==> src/rtl/tcm_arb_pkg.sv <==
package tcm_arb_pkg;

    // Owner of the port in a given cycle (current grant or previous-cycle state)
    typedef enum logic [1:0] {
        PORT_IDLE = 2'd0,
        PORT_CPU  = 2'd1,
        PORT_DMA  = 2'd2
    } port_owner_e;

endpackage

==> src/rtl/tcm_arb_fsm.sv <==
module tcm_arb_fsm
    import tcm_arb_pkg::*;
(
    input  logic        clk,
    input  logic        rst_n,
    input  logic        dma_en,
    input  logic        cpu_valid,
    output port_owner_e grant,
    output port_owner_e prev_owner
);

    port_owner_e state_q;

    // Current-cycle grant: DMA first, then processor, else nobody
    always_comb begin
        if (dma_en)
            grant = PORT_DMA;
        else if (cpu_valid)
            grant = PORT_CPU;
        else
            grant = PORT_IDLE;
    end

    // State register: remembers who owned the port last cycle
    always_ff @(posedge clk or negedge rst_n) begin
        if (!rst_n)
            state_q <= PORT_IDLE;
        else
            state_q <= grant;
    end

    always_comb prev_owner = state_q;

    // state clears on reset and stays idle for the first cycle after it
    p_reset_idle_r10: assert property (@(posedge clk)
        !rst_n |=> (state_q == PORT_IDLE) || rst_n);

    // a DMA cycle always leaves a DMA history behind it
    p_dma_history_r2: assert property (@(posedge clk) disable iff (!rst_n)
        dma_en |=> state_q == PORT_DMA);

endmodule

==> src/rtl/tcm_arb_seqgen.sv <==
module tcm_arb_seqgen #(
    parameter int AW = 16
) (
    input  logic          clk,
    input  logic          rst_n,
    input  logic          cpu_fire,
    input  logic          prev_was_cpu,
    input  logic          cpu_seq,
    input  logic [AW-1:0] cpu_addr,
    output logic          seq_ok
);

    localparam logic [AW-1:0] ONE = AW'(1);

    logic [AW-1:0] last_cpu_q;

    always_ff @(posedge clk or negedge rst_n) begin
        if (!rst_n)
            last_cpu_q <= '0;
        else if (cpu_fire)
            last_cpu_q <= cpu_addr;
    end

    // Hint survives only a direct processor-to-processor increment
    always_comb begin
        seq_ok = cpu_fire && cpu_seq && prev_was_cpu &&
                 (cpu_addr == last_cpu_q + ONE);
    end

    // a sequential hint needs a processor access one address lower last cycle
    p_seq_incr_r7: assert property (@(posedge clk) disable iff (!rst_n)
        seq_ok |-> ($past(cpu_fire) && (cpu_addr == $past(cpu_addr) + ONE)));

endmodule

==> src/rtl/tcm_arb_addr_hold.sv <==
module tcm_arb_addr_hold #(
    parameter int AW = 16
) (
    input  logic          clk,
    input  logic          rst_n,
    input  logic          drive_en,
    input  logic [AW-1:0] drive_addr,
    output logic [AW-1:0] out_addr
);

    logic [AW-1:0] held_q;

    always_ff @(posedge clk or negedge rst_n) begin
        if (!rst_n)
            held_q <= '0;
        else if (drive_en)
            held_q <= drive_addr;
    end

    always_comb out_addr = drive_en ? drive_addr : held_q;

    // with nobody driving, the address line does not move
    p_hold_addr_r9: assert property (@(posedge clk) disable iff (!rst_n)
        !drive_en |-> out_addr == $past(out_addr));

endmodule

==> src/rtl/tcm_dma_arbiter.sv <==
module tcm_dma_arbiter
    import tcm_arb_pkg::*;
#(
    parameter int AW = 16
) (
    input  logic          clk,
    input  logic          rst_n,
    input  logic          cpu_req,
    input  logic          cpu_idle,
    input  logic          cpu_seq,
    input  logic [AW-1:0] cpu_addr,
    input  logic          dma_en,
    input  logic          dma_cs,
    input  logic [AW-1:0] dma_addr,
    output logic [AW-1:0] mem_addr,
    output logic          mem_cs,
    output logic          mem_seq,
    output logic          cpu_stall
);

    logic          cpu_valid;
    logic          cpu_fire;
    logic          seq_ok;
    logic          drive_en;
    logic [AW-1:0] drive_addr;
    port_owner_e   grant;
    port_owner_e   prev_owner;

    always_comb cpu_valid = cpu_req && !cpu_idle;

    tcm_arb_fsm u_fsm (
        .clk        (clk),
        .rst_n      (rst_n),
        .dma_en     (dma_en),
        .cpu_valid  (cpu_valid),
        .grant      (grant),
        .prev_owner (prev_owner)
    );

    always_comb cpu_fire = (grant == PORT_CPU);

    tcm_arb_seqgen #(.AW(AW)) u_seq (
        .clk          (clk),
        .rst_n        (rst_n),
        .cpu_fire     (cpu_fire),
        .prev_was_cpu (prev_owner == PORT_CPU),
        .cpu_seq      (cpu_seq),
        .cpu_addr     (cpu_addr),
        .seq_ok       (seq_ok)
    );

    // Output process: one arm per grant
    always_comb begin
        drive_en   = 1'b0;
        drive_addr = cpu_addr;
        mem_cs     = 1'b0;
        mem_seq    = 1'b0;
        cpu_stall  = 1'b0;
        unique case (grant)
            PORT_DMA: begin
                drive_en   = 1'b1;
                drive_addr = dma_addr;
                mem_cs     = dma_cs;
                cpu_stall  = cpu_valid;
            end
            PORT_CPU: begin
                drive_en   = 1'b1;
                drive_addr = cpu_addr;
                mem_cs     = 1'b1;
                mem_seq    = seq_ok;
            end
            PORT_IDLE: begin
                drive_en   = 1'b0;
            end
            default: begin
                drive_en   = 1'b0;
            end
        endcase
    end

    tcm_arb_addr_hold #(.AW(AW)) u_hold (
        .clk        (clk),
        .rst_n      (rst_n),
        .drive_en   (drive_en),
        .drive_addr (drive_addr),
        .out_addr   (mem_addr)
    );

    // DMA address and chip-select pass straight through
    p_dma_pass_r1: assert property (@(posedge clk) disable iff (!rst_n)
        dma_en |-> (mem_addr == dma_addr) && (mem_cs == dma_cs));

    // no sequential hint in a DMA cycle
    p_dma_noseq_r2: assert property (@(posedge clk) disable iff (!rst_n)
        dma_en |-> !mem_seq);

    // DMA against an idle processor never stalls
    p_no_stall_idle_r3: assert property (@(posedge clk) disable iff (!rst_n)
        (dma_en && (!cpu_req || cpu_idle)) |-> !cpu_stall);

    // processor request under DMA is stalled
    p_stall_r4: assert property (@(posedge clk) disable iff (!rst_n)
        (dma_en && cpu_req && !cpu_idle) |-> cpu_stall);

    // re-issue after a DMA cycle is nonsequential
    p_reissue_nonseq_r5: assert property (@(posedge clk) disable iff (!rst_n)
        ($past(dma_en) && !dma_en) |-> !mem_seq);

    // quiet port has chip-select low
    p_quiet_cs_r9: assert property (@(posedge clk) disable iff (!rst_n)
        (!dma_en && (!cpu_req || cpu_idle)) |-> (!mem_cs && !mem_seq));

    // stall only ever with DMA present
    p_stall_needs_dma_r8: assert property (@(posedge clk) disable iff (!rst_n)
        cpu_stall |-> dma_en);

endmodule

==> config.mk <==
export PLATFORM = sky130hd
export DESIGN_NAME = tcm_dma_arbiter
export DESIGN_NICKNAME = d
export VERILOG_FILES = /design/src/rtl/tcm_arb_pkg.sv /design/src/rtl/tcm_arb_fsm.sv /design/src/rtl/tcm_arb_seqgen.sv /design/src/rtl/tcm_arb_addr_hold.sv /design/src/rtl/tcm_dma_arbiter.sv
export SDC_FILE = /design/constraint.sdc
export NUM_CORES = 1
export LEC_CHECK = 0
export CAP_MARGIN = 20
export CORE_ASPECT_RATIO = 0.8
export CORE_MARGIN = 2
export CORE_UTILIZATION = 44
export CTS_CLUSTER_SIZE = 24
export DETAILED_ROUTE_END_ITERATION = 16
export GPL_ROUTABILITY_DRIVEN = 0
export PLACE_DENSITY = 0.85
export REMOVE_ABC_BUFFERS = 1
export SETUP_SLACK_MARGIN = 0.1
export SLEW_MARGIN = 20
export SYNTH_ARGS = -nofsm -noshare
export SYNTH_HDL_FRONTEND = slang
export SYNTH_HIERARCHICAL = 1
export SYNTH_SLANG_ARGS = --single-unit
==> constraint.sdc <==
create_clock -name clk -period 3.5 [get_ports clk]
set_clock_uncertainty 0.2 [all_clocks]
set_input_delay 0.7 -clock clk [delete_from_list [all_inputs] [get_ports clk]]
set_output_delay 0.7 -clock clk [all_outputs]
set_load 0.02 [all_outputs]
==> results of run 1 <==
-- registers in the layout (all words and copies together) (netlist names) --
name	flops
u_hold/held_q	16
u_seq/last_cpu_q	16
u_fsm/prev_owner	2
-- kinds of logic (layout without fill, tap and decap cells) --
kind of cell,after synthesis,in the layout,share of synthesized area
flops,34,34,0.387
mux,49,49,0.281
xor+xnor,17,17,0.0677
buf+inv,15,100,0.0517
fa+ha+maj,4,4,0.0227
simple gates,46,46,0.127
compound gates,21,21,0.0631
-- what timing repair did --
item                                    in CTS  in global routing
cloned                                       1                  0
pin swaps                                    9                  7
setup buffers                                2                  2
endpoints found under the setup margin      19                  8
hold buffers                                 0                  0
gates resized for setup                    106                 19
-- path summary, 6_finish.rpt --
path                                                 start                               end  depth (start not counted)
max                                                cpu_req                           mem_seq                         11
max in group asynchronous                            rst_n  u_seq/last_cpu_q[12]$_DFFE_PN0P_                          1
min reg2reg                     u_hold/held_q[4]$_DFF_PN0_        u_hold/held_q[4]$_DFF_PN0_                          1
min in group asynchronous                            rst_n        u_hold/held_q[0]$_DFF_PN0_                          1
max reg2reg                u_seq/last_cpu_q[2]$_DFFE_PN0P_   u_seq/last_cpu_q[2]$_DFFE_PN0P_                          2
min                             u_hold/held_q[4]$_DFF_PN0_        u_hold/held_q[4]$_DFF_PN0_                          1
-- placed cells by master, fill, tap and decap left out, types with 3 or more instances in the layout --
cell             count
nand3_1              6
clkbuf_8             6
mux2_2              28
a21oi_1              3
dlymetal6s2s_1       6
xor2_1               7
nand4_1              3
inv_1                6
nand3_2              3
buf_2               10
nor3_2               3
nand2b_1             3
mux2_4              20
dfrtp_1             34
o21ai_0              8
buf_4               25
xnor2_1              7
nor2_1               4
buf_6               10
nor3_1               3
dlygate4sd2_1        6
clkdlybuf4s50_1     24
nand2_1              5
-- power by group through the flow --
stage	Combinational, mW	Sequential [mW]	Clock (mW)
global placement	0.487	0.522	0
global route	0.550	0.536	0.334
floorplan	0.280	0.520	0
CTS	0.502	0.522	0.313
finish	0.512	0.525	0.302
detailed placement	0.498	0.528	0
-- metrics by stage --
| stage | cell area, µm² | total power, mW | setup TNS (ns) |
|---|---|---|---|
| finish | 3170 | 1.34 | 0 |
| floorplan | 2110 | 0.800 | -0.164 |
| CTS | 3110 | 1.34 | 0 |
| global placement | 2960 | 1.01 | -8.71 |
| global route | 3170 | 1.42 | -0.0110 |
| detailed placement | 2960 | 1.03 | -9.41 |
-- final cells by class --
type | instances | share of cell area
Multi-Input combinational cell | 137 | 0.419
Sequential cell | 34 | 0.269
Timing Repair Buffer | 86 | 0.251
Clock buffer | 6 | 0.0261
Tap cell | 60 | 0.0237
Inverter | 6 | 0.00711
Clock inverter | 2 | 0.00395
-- per-layer routing --
metal,part of all wire,track usage,up-vias
met2,0.47,0.348,59
met5,0,0,-
met4,0.0015,0.0328,0
li1,-,-,838
met1,0.47,0.261,868
met3,0.057,0.0660,2
-- worst register-to-register path: stages, from the launching register on --
cell	delay (ns)
dfrtp_1	0.44
buf_4	0.17
mux2_2	0.25
==> qor.yml, run 1 <==
cellPowerDensity_nw_per_um2: 423
yosys.area.top_type: "dfrtp_1"
nFillCells: 362
worstSetupPathType: "primary input to output port"
ys_seq_area_frac: 0.387
ir_drop_mv: 0.249
p_comb_frac: 0.382
start_util: 0.468
critPathLaunchType: "primary input"
avgSynthCellArea_um2: 11.8
ys.flop_type: "dfrtp_1"
syn_inst: 186
wire_per_inst_um: 16.2
yosysMostFrequentCell: "dfrtp_1"
antennaDiodeCount: 0
cts_sinks: 34
numCtsBuffers: 5
avgViaCountPerCell: 5.34
fin_crit_ns: 3.41
finalNonFillerCells: 331
io_buffers: 57
worst_pin_slew_ns: 0.782
internal-power_mw: 0.902
p_leak_nw: 1.41
finalCritPeriodShare: 0.973
drive_gt1_frac: 0.454
yosys_warnings: 6
grt_max_degree: 35
rsz0062_at_grt: "true"
synth_edf_count: 0
sequential_cell_area_um2: 851
detailed_place_hpwl_mm: 3.72
setup_ws_ns: 0.0931
vias: 1767
grt_pass1_vias: 1874
path_max_fanout: 2
crit_family: "compound AO/OA/AOI/OAI gates"
syn_to_final_growth_pct: 43.8
p_clk_frac: 0.226
setup_violations: 0
cpMostUsedCell: "nor2b_4"
p_seq_frac: 0.392
cts_max_level: 2
cp-end-kind: "output port"
final_core_util: 0.673
rows: 22
hold_viol_final: 0
antenna_found_initial: 0
dieArea_um2: 5590
grt_pass1_wl_mm: 8.96
wl_mm: 5.36
path_clk_slew_ns: 0.07
reg2reg_slack_ns: 2.33
synthArstFlopShare: 1.00
clockBufferDepth: 2
status: "finished clean"
antenna_left: 0
final_max_slew_viol_count: 0
path_buf_inv: 2
timing.hold.ws_ns: 0.294
p_switching_mw: 0.437
grt_use_total: 0.203
cap_violations: 0
nNetsFinal: 313
firstDrtPassIters: 4
die_h_um: 67.3
synthTopCellsByCount: "dfrtp_1, mux2_2, mux2_4"
synth_top_area_share: 0.387
hold_class: "flop to flop"
syn_area_um2: 2200
core_um2: 4710
slowest_delay_ns: 0.37
multiInputGateArea_um2: 1330
ys_seq_elements: 34
place_ws_ns: -0.832
ys_types: 42
die_w_um: 83.1
arrival_ns: 2.51
required_ns: 2.60
ios: 58
max_slew_margin: 0.478
cpMaxStageDelayCell: "a2111o_1"
grt-ovfl-total: 0
cp_cell_sequence: "clkbuf_2 > nor2b_4 > nor2b_4 > ha_4 > nand3_2 > nor3_2 > o2111ai_1 > a2111o_1 > a311oi_2 > and2_1 > buf_6"
cts_root_buffer: "clkbuf_8"
tritoncts: "built"
route.detailed.drc: 0
yosys-top-cells-area: "dfrtp_1, mux2_2, mux2_4, xor2_1, xnor2_1"
drtIter0Drc: 86
clk-insertion-delay-late_ns: 0.28
post-place-cells: 318
max_freq_ghz: 0.294
p_sw_frac: 0.326
(Power assumes the default switching activity.)
==> inputs of run 2 (changes only) <==
--- a/config.mk
+++ b/config.mk
@@ -17,3 +17,2 @@
 export SETUP_SLACK_MARGIN = 0.1
-export SLEW_MARGIN = 20
 export SYNTH_ARGS = -nofsm -noshare
--- a/constraint.sdc
+++ b/constraint.sdc
@@ -4,2 +4,2 @@
 set_output_delay 0.7 -clock clk [all_outputs]
-set_load 0.02 [all_outputs]
+set_load 0.01 [all_outputs]
==> run 2 against run 1 <==
Power is 3.7% lower. Routed wire length is 0.77% lower. Combinational power is 9.0% lower. Core utilization is 1.0 points lower. Critical endpoint unchanged. Largest cell class unchanged.
==> qor.yml, run 2 (synthesized netlist as in run 1, its figures left out) <==
die_w_um: 83.1  # unchanged
dieArea_um2: 5590  # unchanged
worstSetupPathType: "flop to output port"
max_slew_margin: 0.488  # +0.0101
path_clk_slew_ns: 0.07  # about the same
core_um2: 4710  # unchanged
hold_buffers: 0  # unchanged
cts_sinks: 34  # unchanged
antennaDiodeCount: 0  # unchanged
rows: 22  # unchanged
setup_ws_ns: 0.0861  # -0.00706 ns
hold_viol_final: 0  # unchanged
dpl_cell_area_um2: 2940  # -0.51%
ios: 58  # unchanged
rr_startpoint: "u_seq/last_cpu_q[2]$_DFFE_PN0P_"
cp-end-kind: "output port"
avgViaCountPerCell: 5.45  # +2.2%
grt_pass1_vias: 1743  # -7.0%
antenna_left: 0  # unchanged
timing.hold.ws_ns: 0.286  # -0.00783 ns
path_max_fanout: 7  # +5
ir_drop_mv: 0.200  # -20%
slowest_delay_ns: 0.49  # +0.12 ns
cpMaxStageDelayCell: "dfrtp_1"
cap_violations: 0  # unchanged
die_h_um: 67.3  # unchanged
cts_root_buffer: "clkbuf_8"
arrival_ns: 2.51  # about the same
cts_max_level: 2  # unchanged
critPathLaunchType: "flop"
p_leak_nw: 1.35  # -4.4%
io_buffers: 57  # unchanged
final_common_cell: "dfrtp_1"
cpMostUsedCell: "o21ai_0"
route.detailed.drc: 0  # unchanged
numCtsBuffers: 5  # unchanged
worst_pin_slew_ns: 0.767  # -0.0151 ns
finalCritPeriodShare: 0.975  # +0.00202
fin_crit_ns: 3.41  # +0.00706 ns
r2r_end: "u_seq/last_cpu_q[2]$_DFFE_PN0P_"
clk-insertion-delay-late_ns: 0.28  # about the same
nFillCells: 357  # -1.4%
reg2reg_depth: 2  # unchanged
antenna_found_initial: 0  # unchanged
grt-ovfl-total: 0  # unchanged
grt_max_degree: 35  # unchanged
syn_to_final_growth_pct: 41.6
drive_gt1_frac: 0.437  # -0.0173
wl_mm: 5.31  # -0.77%
hold_class: "primary input to asynchronous set/reset pin"
required_ns: 2.60  # about the same
vias: 1789  # +1.2%
grt_pass1_wl_mm: 8.67  # -3.2%
drtIter0Drc: 97  # +13%
max_freq_ghz: 0.293  # -0.21%
final_max_slew_viol_count: 0  # unchanged
place_ws_ns: -0.806  # +0.0264 ns
reg2reg_slack_ns: 2.33  # about the same
setup_violations: 0  # unchanged
rsz0062_at_grt: "true"
clockBufferDepth: 2  # unchanged
nNetsFinal: 310  # -0.96%
start_util: 0.468  # unchanged
detailed_place_hpwl_mm: 3.53  # -5.3%
grt_use_total: 0.198  # -0.00550
wire_per_inst_um: 16.2  # +0.14%
status: "finished clean"
cellPowerDensity_nw_per_um2: 414  # -2.2%
worstSetupPathDepth: 9  # -2
finalInstanceArea_um2: 3120  # -1.5%
firstDrtPassIters: 4  # unchanged
cp_cell_sequence: "nand4_1 > buf_4 > o21ai_0 > o21ai_0 > o31ai_1 > o211ai_1 > a311oi_2 > and2_1 > buf_2"
crit_family: "compound AO/OA/AOI/OAI gates"
path_buf_inv: 2  # unchanged
mostFrequentLayoutCells: "dfrtp_1, clkdlybuf4s50_1, mux2_2, buf_4, mux2_4"
tritoncts: "built"
[run 2: cell types whose count changed in the layout (fill, tap and decap cells not counted), moves of 2 or more]
cell             previous run  this run
buf_6                      10         3
buf_2                      10        16
clkdlybuf4s50_1            24        30
buf_4                      25        20
dlymetal6s2s_1              6         2
xor2_1                      7         9
xor2_2                      2         0
[run 2: through the flow]
step / utilization / power (mW) / std cells / setup TNS, ns
final: 0.662 / 1.29 / 328 / 0
after global routing: 0.662 / 1.37 / 328 / -0.0153
after CTS: 0.654 / 1.28 / 327 / 0
after detailed placement: 0.625 / 0.988 / 316 / -7.90
after global placement: 0.625 / 0.977 / 316 / -7.69
after floorplan: - / 0.773 / 177 / -0.0980
[run 2: metal layers]
metal,share of wire,wire length (µm),vias up,GRT usage
li1,-,-,831,-
met1,0.45,2420,875,0.259
met2,0.46,2470,76,0.330
met3,0.072,384,7,0.0501
met4,0.0079,42,0,0.0594
met5,0,0,-,0
[run 2: report_power, final]
group | internal (mW) | switching [mW] | total [mW]
registers | 0.466 | 0.0597 | 0.526
logic | 0.264 | 0.202 | 0.466
clock network | 0.159 | 0.139 | 0.298
total | 0.888 | 0.401 | 1.29
[run 2: cell type report]
class,count,area (µm²),area share
inverter,6,22.5,0.00723
tap,60,75.1,0.0241
clock buffer,7,86.3,0.0277
clock inverter,1,5.00,0.00161
timing repair buffer,83,768,0.246
multi-input combinational,137,1310,0.420
sequential,34,852,0.273
[run 2: what timing repair did]
| item | 4_1_cts | 5_1_grt |
|---|---|---|
| cloned | 2 | 1 |
| buffers inserted | 1 | 0 |
| setup endpoints to repair | 19 | 8 |
| gates resized for setup | 86 | 15 |
| pin swaps | 8 | 1 |
[run 2: how the worst max path moves through the flow]
| stage | startpoint | endpoint | slack, ns |
|---|---|---|---|
| floorplan | cpu_req | mem_seq | -0.1 |
| global placement | cpu_req | mem_seq | -0.69 |
| detailed placement | cpu_req | mem_seq | -0.81 |
| CTS | cpu_req | mem_addr[7] | 0.06 |
| global route | u_seq/last_cpu_q[1]$_DFFE_PN0P_ | mem_seq | -0.02 |
| finish | u_seq/last_cpu_q[3]$_DFFE_PN0P_ | mem_seq | 0.09 |
[run 2: worst reg2reg max path, stage by stage, from the launching register on]
cell and delay [ns]:
dfrtp_1 0.44, buf_4 0.17, mux2_2 0.25
